File: src/rtl/dualset_pkg.sv
package dualset_pkg;
   typedef enum logic [1:0] {
      FS_IDLE = 2'd0,
      FS_ADDR = 2'd1,
      FS_DATA = 2'd2,
      FS_GAP  = 2'd3
   } frm_state_e;
endpackage

File: src/rtl/dualset_framer.sv
module dualset_framer #(
   parameter int DW      = 8,
   parameter int AW      = 2,
   parameter int GAP_CYC = 2
) (
   input  logic          clk,
   input  logic          rst_n,
   input  logic          cs_i,
   input  logic          din_i,
   input  logic          busy_i,
   input  logic [DW-1:0] rd_data_i,
   output logic [AW-1:0] rd_sel_o,
   output logic          end_o,
   output logic [AW-1:0] addr_o,
   output logic [DW-1:0] data_o,
   output logic          dout_o
);
   import dualset_pkg::*;

   localparam int CMAX_A = (DW > GAP_CYC) ? DW : GAP_CYC;
   localparam int CMAX   = (CMAX_A > AW) ? CMAX_A : AW;
   localparam int CW     = $clog2(CMAX + 1);
   localparam frm_state_e AFTER_DATA = (GAP_CYC == 0) ? FS_IDLE : FS_GAP;

   frm_state_e    state_q;
   logic [CW-1:0] cnt_q;
   logic [AW-1:0] addr_q;
   logic [DW-1:0] data_q;
   logic [DW-1:0] rd_sh_q;
   logic [AW-1:0] addr_full;
   logic [DW-1:0] data_full;

   assign addr_full = {din_i, addr_q[AW-1:1]};
   assign data_full = {din_i, data_q[DW-1:1]};

   always_ff @(posedge clk or negedge rst_n) begin
      if (!rst_n) begin
         state_q <= FS_IDLE;
         cnt_q   <= '0;
         addr_q  <= '0;
         data_q  <= '0;
         rd_sh_q <= '0;
      end else if (!cs_i) begin
         state_q <= FS_IDLE;
         cnt_q   <= '0;
         rd_sh_q <= '0;
      end else begin
         unique case (state_q)
            FS_IDLE: begin
               if (din_i && !busy_i) begin
                  state_q <= FS_ADDR;
                  cnt_q   <= '0;
               end
            end
            FS_ADDR: begin
               addr_q <= addr_full;
               if (cnt_q == CW'(AW - 1)) begin
                  state_q <= FS_DATA;
                  cnt_q   <= '0;
                  rd_sh_q <= rd_data_i;
               end else begin
                  cnt_q <= cnt_q + CW'(1);
               end
            end
            FS_DATA: begin
               data_q <= data_full;
               if (cnt_q == CW'(DW - 1)) begin
                  state_q <= AFTER_DATA;
                  cnt_q   <= '0;
                  rd_sh_q <= '0;
               end else begin
                  cnt_q   <= cnt_q + CW'(1);
                  rd_sh_q <= rd_sh_q >> 1;
               end
            end
            FS_GAP: begin
               if (cnt_q == CW'(GAP_CYC - 1)) begin
                  state_q <= FS_IDLE;
                  cnt_q   <= '0;
               end else begin
                  cnt_q <= cnt_q + CW'(1);
               end
            end
            default: state_q <= FS_IDLE;
         endcase
      end
   end

   assign rd_sel_o = addr_full;
   assign end_o    = cs_i && (state_q == FS_DATA) && (cnt_q == CW'(DW - 1));
   assign addr_o   = addr_q;
   assign data_o   = data_full;
   assign dout_o   = rd_sh_q[0];

   // a gap edge never opens the address phase
   a_r7_gap_blocks_start: assert property (@(posedge clk) disable iff (!rst_n)
      (state_q == FS_GAP) |=> (state_q != FS_ADDR));

   // busy keeps the framer idle
   a_r9_busy_holds_idle: assert property (@(posedge clk) disable iff (!rst_n)
      (state_q == FS_IDLE && busy_i) |=> (state_q == FS_IDLE));

   // no read-back bit outside a command
   a_r4_dout_quiet_idle: assert property (@(posedge clk) disable iff (!rst_n)
      (state_q == FS_IDLE) |-> !dout_o);
endmodule

File: src/rtl/dualset_bank.sv
module dualset_bank #(
   parameter int NCH = 2,
   parameter int DW  = 8,
   parameter int AW  = 2
) (
   input  logic              clk,
   input  logic              rst_n,
   input  logic              cs_i,
   input  logic              end_i,
   input  logic              prog_i,
   input  logic [AW-1:0]     addr_i,
   input  logic [DW-1:0]     data_i,
   input  logic [AW-1:0]     rd_sel_i,
   output logic [DW-1:0]     rd_data_o,
   output logic              pgm_o,
   output logic [NCH*DW-1:0] wiper_o
);
   logic [NCH-1:0] sel;
   logic [DW-1:0]  nv_arr [NCH];

   for (genvar c = 0; c < NCH; c++) begin : g_ch
      logic [DW-1:0] nv_q;
      logic [DW-1:0] vol_q;
      logic          live_q;

      assign sel[c] = end_i && (addr_i == AW'(c));

      // storage copy: deliberately not reset, it survives power cycles
      always_ff @(posedge clk) begin
         if (sel[c] && prog_i) nv_q <= data_i;
      end

      always_ff @(posedge clk or negedge rst_n) begin
         if (!rst_n) begin
            live_q <= 1'b0;
            vol_q  <= '0;
         end else if (!cs_i) begin
            live_q <= 1'b0;
         end else if (sel[c]) begin
            vol_q  <= data_i;
            live_q <= !prog_i;
         end
      end

      assign nv_arr[c]              = nv_q;
      assign wiper_o[c*DW +: DW]    = live_q ? vol_q : nv_q;

      // a deselect edge shows the stored setting
      a_r5_deselect_restore: assert property (@(posedge clk) disable iff (!rst_n)
         !cs_i |=> (wiper_o[c*DW +: DW] == nv_q));

      // output holds unless its own command ends
      a_r6_hold_unless_addressed: assert property (@(posedge clk) disable iff (!rst_n)
         (cs_i && !sel[c]) |=> $stable(wiper_o[c*DW +: DW]));
   end

   always_comb begin
      rd_data_o = '0;
      for (int c = 0; c < NCH; c++) begin
         if (rd_sel_i == AW'(c)) rd_data_o = nv_arr[c];
      end
   end

   assign pgm_o = prog_i && (|sel);

   // at most one channel is written per command
   a_r2_single_channel: assert property (@(posedge clk) disable iff (!rst_n)
      $onehot0(sel));
endmodule

File: src/rtl/dualset_busy.sv
module dualset_busy #(
   parameter int PROG_CYC = 2000
) (
   input  logic clk,
   input  logic rst_n,
   input  logic start_i,
   output logic busy_o
);
   localparam int CW = $clog2(PROG_CYC + 1);

   logic [CW-1:0] cnt_q;

   always_ff @(posedge clk or negedge rst_n) begin
      if (!rst_n)              cnt_q <= '0;
      else if (start_i)        cnt_q <= CW'(PROG_CYC);
      else if (cnt_q != '0)    cnt_q <= cnt_q - CW'(1);
   end

   assign busy_o = (cnt_q != '0);

   // a storage write raises busy on the next edge
   a_r8_busy_on_start: assert property (@(posedge clk) disable iff (!rst_n)
      start_i |=> busy_o);

   // busy drops only when the count is used up
   a_r8_busy_runs_out: assert property (@(posedge clk) disable iff (!rst_n)
      $fell(busy_o) |-> ($past(cnt_q) == CW'(1)));
endmodule

File: src/rtl/dualset_ctrl.sv
module dualset_ctrl #(
   parameter int NCH      = 2,
   parameter int DW       = 8,
   parameter int AW       = 2,
   parameter int GAP_CYC  = 2,
   parameter int PROG_CYC = 2000
) (
   input  logic              clk,
   input  logic              rst_n,
   input  logic              cs,
   input  logic              din,
   input  logic              prog,
   output logic              dout,
   output logic              dout_oe,
   output logic              ready,
   output logic [NCH*DW-1:0] wiper
);
   initial begin
      assert (NCH >= 1 && NCH <= (1 << AW)) else $error("NCH does not fit AW");
      assert (AW >= 2) else $error("AW must be at least 2");
      assert (DW >= 2) else $error("DW must be at least 2");
      assert (PROG_CYC >= 1) else $error("PROG_CYC must be at least 1");
      assert (GAP_CYC >= 0) else $error("GAP_CYC must not be negative");
   end

   logic          busy;
   logic          frm_end;
   logic [AW-1:0] frm_addr;
   logic [DW-1:0] frm_data;
   logic [AW-1:0] rd_sel;
   logic [DW-1:0] rd_data;
   logic          frm_dout;
   logic          pgm_start;

   dualset_framer #(.DW(DW), .AW(AW), .GAP_CYC(GAP_CYC)) u_framer (
      .clk       (clk),
      .rst_n     (rst_n),
      .cs_i      (cs),
      .din_i     (din),
      .busy_i    (busy),
      .rd_data_i (rd_data),
      .rd_sel_o  (rd_sel),
      .end_o     (frm_end),
      .addr_o    (frm_addr),
      .data_o    (frm_data),
      .dout_o    (frm_dout)
   );

   dualset_bank #(.NCH(NCH), .DW(DW), .AW(AW)) u_bank (
      .clk       (clk),
      .rst_n     (rst_n),
      .cs_i      (cs),
      .end_i     (frm_end),
      .prog_i    (prog),
      .addr_i    (frm_addr),
      .data_i    (frm_data),
      .rd_sel_i  (rd_sel),
      .rd_data_o (rd_data),
      .pgm_o     (pgm_start),
      .wiper_o   (wiper)
   );

   dualset_busy #(.PROG_CYC(PROG_CYC)) u_busy (
      .clk     (clk),
      .rst_n   (rst_n),
      .start_i (pgm_start),
      .busy_o  (busy)
   );

   assign ready   = !busy;
   assign dout_oe = cs;
   assign dout    = cs & frm_dout;

   // no command completes during a busy period
   a_r9_no_end_when_busy: assert property (@(posedge clk) disable iff (!rst_n)
      !ready |-> !frm_end);
endmodule

File: config.mk
export PLATFORM = sky130hd
export DESIGN_NAME = dualset_ctrl
export DESIGN_NICKNAME = d
export VERILOG_FILES = /design/src/rtl/dualset_pkg.sv /design/src/rtl/dualset_framer.sv /design/src/rtl/dualset_bank.sv /design/src/rtl/dualset_busy.sv /design/src/rtl/dualset_ctrl.sv
export SDC_FILE = /design/constraint.sdc
export NUM_CORES = 1
export LEC_CHECK = 0
export ABC_AREA = 1
export BUFFER_PORTS_ARGS = -buffer_cell sky130_fd_sc_hd__buf_2
export CAP_MARGIN = 20
export CORE_MARGIN = 1.5
export CORE_UTILIZATION = 35
export CTS_CLUSTER_DIAMETER = 60
export CTS_CLUSTER_SIZE = 20
export DETAILED_ROUTE_END_ITERATION = 10
export GPL_TIMING_DRIVEN = 0
export MAX_ROUTING_LAYER = met4
export REMOVE_ABC_BUFFERS = 1
export SLEW_MARGIN = 20
export SYNTH_ARGS = -nofsm -noshare
export SYNTH_HDL_FRONTEND = slang
export SYNTH_HIERARCHICAL = 1
export SYNTH_SLANG_ARGS = --single-unit
File: constraint.sdc
create_clock -name clk -period 3.1 [get_ports clk]
set_clock_uncertainty 0.2 [all_clocks]
set_input_delay 0.155 -clock clk [delete_from_list [all_inputs] [get_ports clk]]
set_output_delay 0.155 -clock clk [all_outputs]
set_load 0.02 [all_outputs]
# Yosys cells after proc, flatten, opt, wreduce, memory -nomap -nowiden
# Index checks and enable logic that the tools add are counted.
dict set report word_totals {
  out_inout_bits 19
  input_bits 5
  word_cells 77
  reg_bits 69
}
dict set report classes {
  n_reduce_logical 23
  n_bitwise 1
  mux 25
  n_addsub 2
  n_eq_ne 14
}
# operator count
set op_table {}
lappend op_table {{2-to-1 mux 8 bit} 6}
lappend op_table {{2-to-1 mux 11 bit} 2}
lappend op_table {{2-to-1 mux 4 bit} 4}
lappend op_table {{case mux 8 bit (2 select lines)} 1}
lappend op_table {{!= test 3 x 2 -> 1 bit, second input constant} 4}
lappend op_table {{case mux 4 bit (3 select lines)} 1}
lappend op_table {{nonzero test 11 bit} 1}
lappend op_table {{subtractor 11 x 1 -> 11 bit, second input constant} 1}
lappend op_table {{2-to-1 mux 2 bit} 5}
lappend op_table {{AND reduction 2 bit} 5}
lappend op_table {{logical AND 1 bit} 8}
lappend op_table {{case mux 2 bit (4 select lines)} 1}
lappend op_table {{2-to-1 mux 7 bit} 1}
lappend op_table {{== test 2 x 1 -> 1 bit, second input constant} 3}
lappend op_table {{logical NOT 2 bit} 3}
lappend op_table {{adder 4 x 1 -> 4 bit, second input constant} 1}
lappend op_table {{== test 2 bit, second input constant} 2}
lappend op_table {{== test 4 x 1 -> 1 bit, second input constant} 1}
lappend op_table {{== test 4 x 3 -> 1 bit, second input constant} 1}
lappend op_table {{2-to-1 mux 1 bit} 4}
lappend op_table {{!= test 2 x 1 -> 1 bit, second input constant} 2}
lappend op_table {{AND reduction 4 bit} 1}
lappend op_table {{OR reduction 2 bit} 2}
lappend op_table {{!= test 3 x 1 -> 1 bit, second input constant} 1}
lappend op_table {{3 further kinds} 4}

# Depth between registers and ports, before layout
dict set report logic_depth {
  ltp_word 7
  ltp_mapped 12
  depth_no_buf 12
}

# Modules after synthesis
# The synthesis kept the hierarchy.
# module area_each_um2 instances seq_area_each_um2 cells_each
set modules_own_cells {}
lappend modules_own_cells {dualset_bank 1567.8 1 930.9 167}
lappend modules_own_cells {dualset_framer 1277.5 1 575.6 163}
lappend modules_own_cells {dualset_busy 661.9 1 275.3 91}
lappend modules_own_cells {dualset_ctrl 18.8 1 0.0 4}

# Least setup slack after synthesis
# OpenSTA, ideal clock, no wires.
dict set report synth_timing {
  path_kind {reg2reg}
  start {reg u_framer.state_q[0]}
  end {reg u_busy.cnt_q[6]}
  n_path_buf 2
  period_less_slack_ps 2682
  setup_ps 63
  arrival_ps 2419
  required_time_ps 2837
  stages_incl_launch_ff 13
  setup_slack_ps 418
  cell_sequence {dfrtp_1 inv_1 ha_1 buf_4 nand2_1 buf_2 nor2_1 inv_2 nor3_1 clkinv_1 nand3_1 nand2_1 inv_1}
}
dict set report synth_via {
  elab_chain_len 7
  elab_cells_between_ends 9
  classes_between {eq/ne (1); mux (1); reduce/logical (7)}
}
# element line
set synth_rtl {}
lappend synth_rtl {{start, declared} dualset_framer.sv:25} ;# frm_state_e state_q;
lappend synth_rtl {{start signal, assigned} dualset_framer.sv:38} ;# state_q <= FS_IDLE;
lappend synth_rtl {{start signal, assigned} dualset_framer.sv:44} ;# state_q <= FS_IDLE;
lappend synth_rtl {{start signal, assigned} dualset_framer.sv:51} ;# state_q <= FS_ADDR;
lappend synth_rtl {{== test 2 bit (*)} dualset_framer.sv:90} ;# assign end_o = cs_i && (state_q == FS_DATA) && (cnt_q == CW'(DW - 1));
lappend synth_rtl {{logical AND 1 bit (*) (2 in a row)} dualset_framer.sv:90}
lappend synth_rtl {{via frm_end} dualset_ctrl.sv:27} ;# logic frm_end;
lappend synth_rtl {{logical AND 1 bit} dualset_bank.sv:26} ;# assign sel[c] = end_i && (addr_i == AW'(c));
lappend synth_rtl {{OR reduction 2 bit (*)} dualset_bank.sv:64} ;# assign pgm_o = prog_i && (|sel);
lappend synth_rtl {{logical AND 1 bit (*)} dualset_bank.sv:64}
lappend synth_rtl {{via pgm_start} dualset_ctrl.sv:33} ;# logic pgm_start;
lappend synth_rtl {{2-to-1 mux 11 bit or nonzero test 2 bit (tied branches)} n/a}
lappend synth_rtl {{end signal, assigned} dualset_busy.sv:15} ;# else if (start_i) cnt_q <= CW'(PROG_CYC);
lappend synth_rtl {{end signal, assigned} dualset_busy.sv:16} ;# else if (cnt_q != '0) cnt_q <= cnt_q - CW'(1);
lappend synth_rtl {{end, declared} dualset_busy.sv:11} ;# logic [CW-1:0] cnt_q;
# Mark *: on every way through the listed nets, which the timed path passes. The rest lies on a longest branch.
# A chain may end at the register's enable or synchronous reset.

# Worst setup path after layout
dict set report layout_timing {
  start {reg u_framer.state_q[0]}
  end {reg u_bank.g_ch[1].nv_q[6] (enable)}
}
dict set report layout_via {
  elab_chain_len 5
}
# element line
set layout_rtl {}
lappend layout_rtl {{== test 2 bit} dualset_framer.sv:90}
lappend layout_rtl {{logical AND 1 bit (2 in a row)} dualset_framer.sv:90}
lappend layout_rtl {{via frm_end} dualset_ctrl.sv:27}
lappend layout_rtl {{logical AND 1 bit} dualset_bank.sv:26}
lappend layout_rtl {{logical AND 1 bit} dualset_bank.sv:30} ;# if (sel[c] && prog_i) nv_q <= data_i;
lappend layout_rtl {{end signal, assigned} dualset_bank.sv:30}
lappend layout_rtl {{end, declared} dualset_bank.sv:22} ;# logic [DW-1:0] nv_q;
# The timed path passes the listed nets, and every way through them passes these cells.

==> summary.txt <==
Run status
  – Status: completed

STA
  – Crit path time final: 2.83 ns
  – Final Slew Violations: 0
  – Hold_ws: 0.184 ns
  – Fin. Hold Viols: 0
  – Worst-margin pin slew: between 0.8 and 0.9 ns
  – Final period utilization: 0.913
  – RSZ-0062 raised after global routing: false
  – # setup viols final: 0
  – Total negative slack: 0 ns
  – Worst Setup Slack, final: 0.269 ns
  – Fmax: 353 MHz
  – Slew headroom: 0.429

Global route
  – Most Crowded Layer GR: met2
  – Vias in the first global route: 2651
  – Met3 Usage GRT: 0.0215
  – GR Util met2: 0.244
  – GR Util met1: 0.230
  – Initial antenna violation count: 0
  – Total track usage: 0.167
  – Global-route wire length before repair: 13100 µm
  – Total gr overflow: 0
  – Largest net degree at the start of global routing: 53

Worst setup path
  – Slowest CP cell: ha_1
  – FF-to-FF setup slack: around 0.27 ns
  – FF-to-FF path depth: 7
  – Startpoint types: flop
  – CP startpoint: u_framer/state_q[0]
  – Worst-path cell chain: inv_1, ha_1, nand2_2, nor2_4, buf_4, nand3_1, nor2_2
  – WP data arrival: 2.62 ns
  – Critical path class: reg2reg
  – Max incr delay on CP: between 0.4 and 0.5 ns
  – Cell family with most CP delay: simple AND/OR/NAND/NOR gates
  – Critical Path RT: 2.89 ns
  – Crit. End Element: flop
  – FF-to-FF End: u_bank/g_ch[1].nv_q[6]
  – Critical path fanouts, max: 16
  – Worst Path Buf+Inv: 2
  – Reg2reg start: u_framer/state_q[0]

Floorplanning
  – Die width: 103 µm
  – Rows: 36
  – Starting density of the core: 0.361
  – Core area: between 9000 and 10000 µm²
  – # IOs: 24
  – DIE HEIGHT: 103 µm
  – Total die area: 10700 µm²

Synthesis
  – Dominant cell type by area after synthesis: dfrtp_1
  – Post-Syn Area: 3530 µm²
  – Post-synth top cells: nand2_1 (136), dfrtp_1 (52), inv_1 (52)
  – Synth top area share: 0.369
  – Synth unique cells: 32
  – Synthesized area per cell: 8.30 µm²
  – Post-synth EDFFs: 16
  – Post-Syn Instances: 425
  – Synthesized flop and latch total: 68
  – Ys async rst share: 0.765
  – Warnings, synthesis: 6
  – Sequential fraction of the synthesis area: 0.505
  – Synth Flop Type: dfrtp_1
  – Synth top area cells: dfrtp_1 (37%), nand2_1 (14%), edfxtp_1 (14%)
  – Count leader, synth: nand2_1

Drt
  – Pre-antenna DRT Iters: 4
  – Routed len/inst: 12.8 µm
  – DR iter-0 viols: between 100 and 150
  – Vias: between 2000 and 3000
  – DRT Wirelength: 7500 µm
  – Post-route DRC: 0
  – Antenna-violating nets left: 0
  – Avg Vias per Cell: 4.72

Layout
  – Area grow syn2layout: 12.0%
  – Final Instance Count excl. Fillers: between 500 and 600
  – Share of cells above drive strength 1: 0.155
  – Fill cell count: 1022
  – Nets: 461
  – N_diodes: 0

Min path
  – Hold Crit Class: in2reg
  – Worst hold path endpoint: u_bank/g_ch[0].live_q
  – Hold path depth: 3
  – HP Start: cs

Clock tree
  – Clock root buffer: clkbuf_8
  – CTS tree: yes
  – CTS Buffer Depth: 2
  – Clock buffer count from CTS: 9
  – Clock Sinks: 68
  – H-tree Lvls: 3
  – Clock latency on the worst-skew pair: 0.34 ns
  – Clk pin slew, worst setup/hold paths: around 0.070 ns

Power
  – Leakage: 1.94 nW
  – Total power: roughly 2.4 mW
  – PwrDens: 617 nW/µm²
  – Peak supply drop: 0.000389 V

Place
  – Place WS: -0.994 ns
  – Detailed Place HPWL: 5210 µm
  – Dpl cells: 566
  – Global placer's final weighted congestion: about 0.85
  – Port Buffers: 23

Job
  – Max-Cap Viols: 0
==> sequential cells by signal, summed over array words and instances, names as in the netlist <==
register	count
u_framer/rd_sh_q	8
u_framer/state_q	2
u_bank/g_ch.nv_q	16
u_framer/cnt_q	4
u_bank/g_ch.live_q	2
u_framer/addr_o	2
u_busy/cnt_q	11
u_bank/g_ch.vol_q	16
u_framer/data_q	7
==> cell usage in the layout, fill, tap and decap left out, types with 5 or more instances in the layout <==
cell      netlist  layout
nand2_1       136     135
inv_1          52      52
dfrtp_1        52      52
o21ai_0        27      27
buf_2           7      22
nand3_1        22      22
nor2_1         24      21
nand4_1        21      21
edfxtp_1       16      16
clkbuf_8        0       9
o22ai_1         8       8
a21oi_1         8       8
ha_1            8       8
nand2_2         6       7
nor2_4          5       6
nor2_2          3       5
==> worst max-delay path by stage <==
stage	endpoint	depth (start not counted)	slack (ns)
6_report	u_bank/g_ch[1].nv_q[6]	7	0.27
5_1_grt	u_busy/cnt_q[4]	10	0.03
4_1_cts	u_busy/cnt_q[4]	10	0.0003
3_5_place_dp	u_busy/cnt_q[4]	10	-0.99
3_3_place_gp	u_busy/cnt_q[4]	10	-0.94
2_1_floorplan	u_busy/cnt_q[6]	10	0.03
==> metrics by stage <==
step,utilization,area [µm²]
floorplan,-,3430
global placement,0.379,3710
detailed placement,0.380,3710
CTS,0.403,3940
global route,0.404,3950
finish,0.404,3950
==> final cells by class <==
type                       count  area (µm²)  share of cell area
clock buffer                  11         131              0.0333
multi-input combinational    285        1440               0.366
clock inverter                 5        53.8              0.0136
tap                          133         166              0.0421
timing repair buffer          27         155              0.0393
inverter                      57         216              0.0548
sequential                    68        1780               0.451
==> tightest hold or removal path, cell delays in order <==
cell     delay, ns
buf_2         0.32
nand3_2       0.16
nand2_1       0.04
==> cells by family (layout without fill, tap and decap cells) <==
| logic type | Yosys count | count (layout) | share of synthesized area |
|---|---|---|---|
| buffers and inverters | 72 | 100 | 0.0894 |
| AOI/OAI and AO/OA | 47 | 47 | 0.0727 |
| adders and majority gates | 8 | 8 | 0.0284 |
| DFF | 68 | 68 | 0.505 |
| xor gates and xnor gates | 1 | 1 | 0.00248 |
| and+or+nand+nor | 229 | 229 | 0.302 |
==> routing by layer <==
layer	wire length (µm)	vias to the layer above	part of all wire
met3	212	12	0.028
met1	3710	1302	0.49
met4	143	0	0.019
met2	3440	41	0.46
met5	0	-	0
li1	-	1412	-
==> timing repair <==
action                                  4_1_cts  5_1_grt
buffers inserted                              1        0
resized for setup                             3        3
endpoints found under the setup margin       44       25
endpoints found under the hold margin        60        0
hold buffers                                  3        0
pin swaps                                     1        0
==> power breakdown <==
group          internal [mW]  switching (mW)
clock network          0.368           0.337
registers               1.05           0.152
logic                  0.172           0.361
Power figures use the tool's default switching activity.
